**src/rtl/cmdclk_tx.sv**
```systemverilog
module cmdclk_tx #(
  parameter int REF_DIV      = 32,
  parameter int BIT_PERIODS  = 500,
  parameter int MARK_PERIODS = 31,
  parameter int SECOND_AT    = 125
) (
  input  logic       clk,
  input  logic       rst_n,
  input  logic [7:0] cmd_data,
  input  logic       cmd_valid,
  output logic       cmd_ready,
  output logic       ref_clk
);

  localparam int PW = $clog2(REF_DIV);
  localparam int BW = $clog2(BIT_PERIODS);
  localparam logic [PW:0] HI_WIDE   = (PW+1)'(REF_DIV / 2);
  localparam logic [PW:0] HI_NARROW = (PW+1)'(REF_DIV / 4);
  localparam logic [PW-1:0] PH_LAST = PW'(REF_DIV - 1);
  localparam logic [BW-1:0] PER_LAST = BW'(BIT_PERIODS - 1);

  typedef enum logic [1:0] {S_IDLE, S_WAIT, S_SEND} state_t;

  state_t      state;
  logic [PW-1:0] ph;
  logic [BW-1:0] per;
  logic [2:0]  bitcnt;
  logic [7:0]  shreg;
  logic        narrow;
  logic        ref_q;

  function automatic logic is_mark(input logic [BW-1:0] p, input logic b);
    int pi;
    pi = int'(p);
    return (pi < MARK_PERIODS) ||
           (b && pi >= SECOND_AT && pi < SECOND_AT + MARK_PERIODS);
  endfunction

  wire        wrap  = (ph == PH_LAST);
  wire [PW:0] ph_n1 = {1'b0, ph} + 1'b1;
  wire [PW:0] hi    = narrow ? HI_NARROW : HI_WIDE;

  assign cmd_ready = (state == S_IDLE);
  assign ref_clk   = ref_q;

  always_ff @(posedge clk) begin
    if (!rst_n) begin
      ph    <= '0;
      ref_q <= 1'b1;
    end else begin
      ph    <= wrap ? '0 : ph + 1'b1;
      ref_q <= wrap ? 1'b1 : (ph_n1 < hi);
    end
  end

  always_ff @(posedge clk) begin
    if (!rst_n) begin
      state  <= S_IDLE;
      per    <= '0;
      bitcnt <= '0;
      shreg  <= '0;
      narrow <= 1'b0;
    end else begin
      case (state)
        S_IDLE: begin
          if (wrap) narrow <= 1'b0;
          if (cmd_valid) begin
            shreg <= cmd_data;
            state <= S_WAIT;
          end
        end
        S_WAIT: begin
          if (wrap) begin
            state  <= S_SEND;
            per    <= '0;
            bitcnt <= '0;
            narrow <= is_mark('0, shreg[7]);
          end
        end
        default: begin
          if (wrap) begin
            if (per == PER_LAST) begin
              per <= '0;
              if (bitcnt == 3'd7) begin
                state  <= S_IDLE;
                narrow <= 1'b0;
              end else begin
                bitcnt <= bitcnt + 1'b1;
                shreg  <= {shreg[6:0], 1'b0};
                narrow <= is_mark('0, shreg[6]);
              end
            end else begin
              per    <= per + 1'b1;
              narrow <= is_mark(per + 1'b1, shreg[7]);
            end
          end
        end
      endcase
    end
  end

endmodule

```
**config.mk**
```make
export PLATFORM = sky130hd
export DESIGN_NAME = cmdclk_tx
export DESIGN_NICKNAME = d
export VERILOG_FILES = /design/src/rtl/cmdclk_tx.sv
export SDC_FILE = /design/constraint.sdc
export NUM_CORES = 1
export LEC_CHECK = 0
export BUFFER_PORTS_ARGS = -buffer_cell sky130_fd_sc_hd__buf_2
export CAP_MARGIN = 20
export CORE_ASPECT_RATIO = 1.75
export CORE_UTILIZATION = 35
export CTS_BUF_LIST = sky130_fd_sc_hd__clkbuf_8
export CTS_CLUSTER_DIAMETER = 150
export CTS_CLUSTER_SIZE = 28
export DETAILED_ROUTE_END_ITERATION = 16
export PLACE_DENSITY = 0.52
export SYNTH_ARGS = -nofsm -noshare
export SYNTH_HDL_FRONTEND = slang
export SYNTH_SLANG_ARGS = --single-unit
```
**constraint.sdc**
```tcl
create_clock -name clk -period 2.9 [get_ports clk]
set_input_delay 0.145 -clock clk [delete_from_list [all_inputs] [get_ports clk]]
set_output_delay 0.145 -clock clk [all_outputs]
set_load 0.005 [all_outputs]
```
==> flow_metrics.py <==
metrics = {
    "routing": {
        "wl_per_cell_um": 13.8,
        "drt-vias-per-instance": 5.51,
        "drcViolationCount": 0,
        "antenna_left": 0,
        "vias": 1383,
        "wl_um": 3470,
        "dr.pass1.iters": 5,
        "initialDrtViolationCount": 33,
    },
    "critical_path": {
        "critical_path_class": "reg2reg",
        "cp.arrival_ns": 2.39,
        "critPathMaxFanout": 15,
        "startpoint_type": "flop",
        "cp.required_ns": 3.07,
        "cp-end-kind": "flop",
    },
    "job": {
        "drv_cap": 0,
    },
    "place": {
        "port-buffer-count": 12,
        "dpl_cell_area_mm2": 0.00169,
        "dpl.hpwl_um": 2620,
        "gp_congestion": 0.836,
    },
    "timing": {
        "period_share_pct": 76.2,
        "fin_crit_ns": 2.21,
        "maxSlewHeadroom_pct": 45.7,
        "hold_viol_final": 0,
        "finalMaxSlewViolations": 0,
        "tns_ns": 0,
        "setup_viol": 0,
        "rsz0062_at_grt": "no",
        "tightest_slew_ns": 0.806,
        "fmax_mhz": 452,
        "worst_clock_skew_ns": 0.00890,
    },
    "layout": {
        "fin_area_mm2": 0.00178,
        "finalNetCount": 217,
        "area_growth_pct": 10.2,
        "diodes": 0,
        "final_layout_size_suffix_gt1_share_pct": 14.5,
    },
    "clocking": {
        "cts_max_path_buffers": 2,
        "cts_inserted_buffers": 5,
        "ctsResizeCount": 0,
        "tritoncts": "yes",
        "post_cts_buffers": 0,
        "root_buffer": "clkbuf_8",
        "clk_latency_ns": 0.29,
        "clk_pin_slew_ns": 0.07,
        "hold_buffers": 0,
        "clock_sinks": 29,
        "htree_levels": 2,
    },
    "synth": {
        "yosys.area.top_type": "dfxtp_1",
        "syn-num-nets": 207,
        "ys_seq_area_share_pct": 35.9,
        "yosysMostFrequentCell": "dfxtp_1",
        "yosysTopAreaCellShare_pct": 35.9,
        "async_flop_share_pct": 0,
        "synth_area_mm2": 0.00162,
        "ys_types": 41,
        "synth_top_cells_by_count": "dfxtp_1 (29), nand2_1 (20), o21ai_0 (18)",
        "synth-warning-count": 0,
        "netlist_instances": 189,
        "avgSynthCellArea_um2": 8.55,
        "synth_ff_type": "dfxtp_1",
        "synth_area_leaders": "dfxtp_1 (36%), o21ai_0 (5.6%), ha_1 (5.4%)",
        "synth_seq_cells": 29,
        "synth_edf_count": 0,
    },
    "floorplan": {
        "core_area_mm2": 0.00440,
        "ios": 13,
        "die_width_um": 53.4,
        "initial_core_util_pct": 36.7,
        "rows": 32,
        "die_area_mm2": 0.00490,
        "dieHeight_um": 91.9,
    },
    "global_routing": {
        "grt_max_degree": 27,
        "grt_pass1_wl_um": 6190,
        "track_usage_pct": 17.0,
        "grt-ovfl-total": 0,
        "antenna_found_initial": 0,
        "grt_pass1_vias": 1386,
    },
    "power": {
        "powerDensity_mw_per_mm2": 452,
        "leakagePower_nw": 0.739,
        "p_total_mw": 0.805,
        "ir_worst_vdd_v": 0.000347,
    },
    "status": {
        "outcome": "finished clean",
    },
    "hold_path": {
        "hp-class": "in2reg",
    },
}
[placed cells by master, fill, tap and decap left out, types with 2 or more instances in the layout]
| cell type | netlist | final |
|---|---|---|
| a21boi_0 | 5 | 5 |
| a21oi_1 | 5 | 5 |
| a22o_1 | 2 | 2 |
| a22oi_1 | 3 | 3 |
| and2_1 | 4 | 4 |
| and3_1 | 4 | 4 |
| buf_2 | 0 | 12 |
| clkbuf_8 | 0 | 5 |
| clkinv_2 | 0 | 2 |
| dfxtp_1 | 29 | 29 |
| ha_1 | 7 | 7 |
| inv_1 | 4 | 4 |
| nand2_1 | 20 | 20 |
| nand2b_1 | 3 | 3 |
| nand3_1 | 11 | 11 |
| nand3_2 | 3 | 3 |
| nand4_1 | 4 | 4 |
| nor2_1 | 9 | 9 |
| nor2b_1 | 10 | 10 |
| nor4_1 | 3 | 3 |
| o211a_1 | 7 | 7 |
| o21ai_0 | 18 | 18 |
| or3_1 | 3 | 3 |
| xnor2_1 | 3 | 3 |
| xor2_1 | 6 | 6 |
[worst max-delay path, cell delays in order, from the launching register on]
cell and delay, ns:
dfxtp_1 0.46, ha_1 0.33, nand2_1 0.08, or4_4 0.46, o21ai_4 0.20, o221a_4 0.33
nand3_1 0.10, o211a_1 0.13
[layout make-up]
| class | instances | area, um2 |
|---|---|---|
| Multi-Input combinational cell | 146 | 967 |
| Fill cell | 479 | 2620 |
| Clock inverter | 3 | 17.5 |
| Sequential cell | 29 | 581 |
| Clock buffer | 5 | 68.8 |
| Timing Repair Buffer | 13 | 67.6 |
| Tap cell | 51 | 63.8 |
| Inverter | 4 | 15.0 |
[registers in the layout (all words and copies together), names as in the netlist]
name	cells
bitcnt	3
narrow	1
per	9
ph	5
ref_clk	1
shreg	8
state	2
[cells by family (layout without fill, tap and decap cells)]
group	Yosys count	count (layout)	synth area share, %
DFF	29	29	35.9
muxes	1	1	0.697
xor gates and xnor gates	9	9	4.88
and+or+nand+nor	80	80	26.9
buffers and inverters	14	25	4.18
AOI/OAI and AO/OA	49	49	22.0
adders and majority gates	7	7	5.42
[metal layers]
metal / part of all wire (%) / track usage (%) / vias up
met2: 59 / 32.0 / 19
met3: 2.4 / 3.48 / 5
li1: - / - / 697
met1: 38 / 17.0 / 662
met5: 0 / 0 / -
met4: 1.2 / 5.92 / 0
[path summary, 6_finish.rpt]
check	from	end	slack (ns)	depth (start not counted)
hold / removal	cmd_data[0]	shreg[0]	0.15	3
setup / recovery	per[0]	shreg[7]	0.69	7
hold reg to reg	ph[0]	ph[0]	0.46	1
setup reg to reg	per[0]	shreg[7]	0.69	7
[metrics by stage]
step	util (%)	hold WS (ns)	setup slack (ns)	cells
final	40.4	0.153	0.689	251
after CTS	40.4	0.146	0.689	251
after floorplan	-	0.271	0.886	189
after global routing	40.4	0.175	0.443	251
after global placement	38.5	0.432	0.755	243
after detailed placement	38.5	0.448	0.713	243
[power breakdown]
group	internal [mW]	total [mW]	switching (mW)	leakage, nW
sequential	0.412	0.421	0.00961	0.236
combinational	0.0257	0.0522	0.0264	0.459
clock	0.165	0.331	0.166	0.0439
total	0.603	0.805	0.202	0.739
Power figures use the tool's default switching activity.
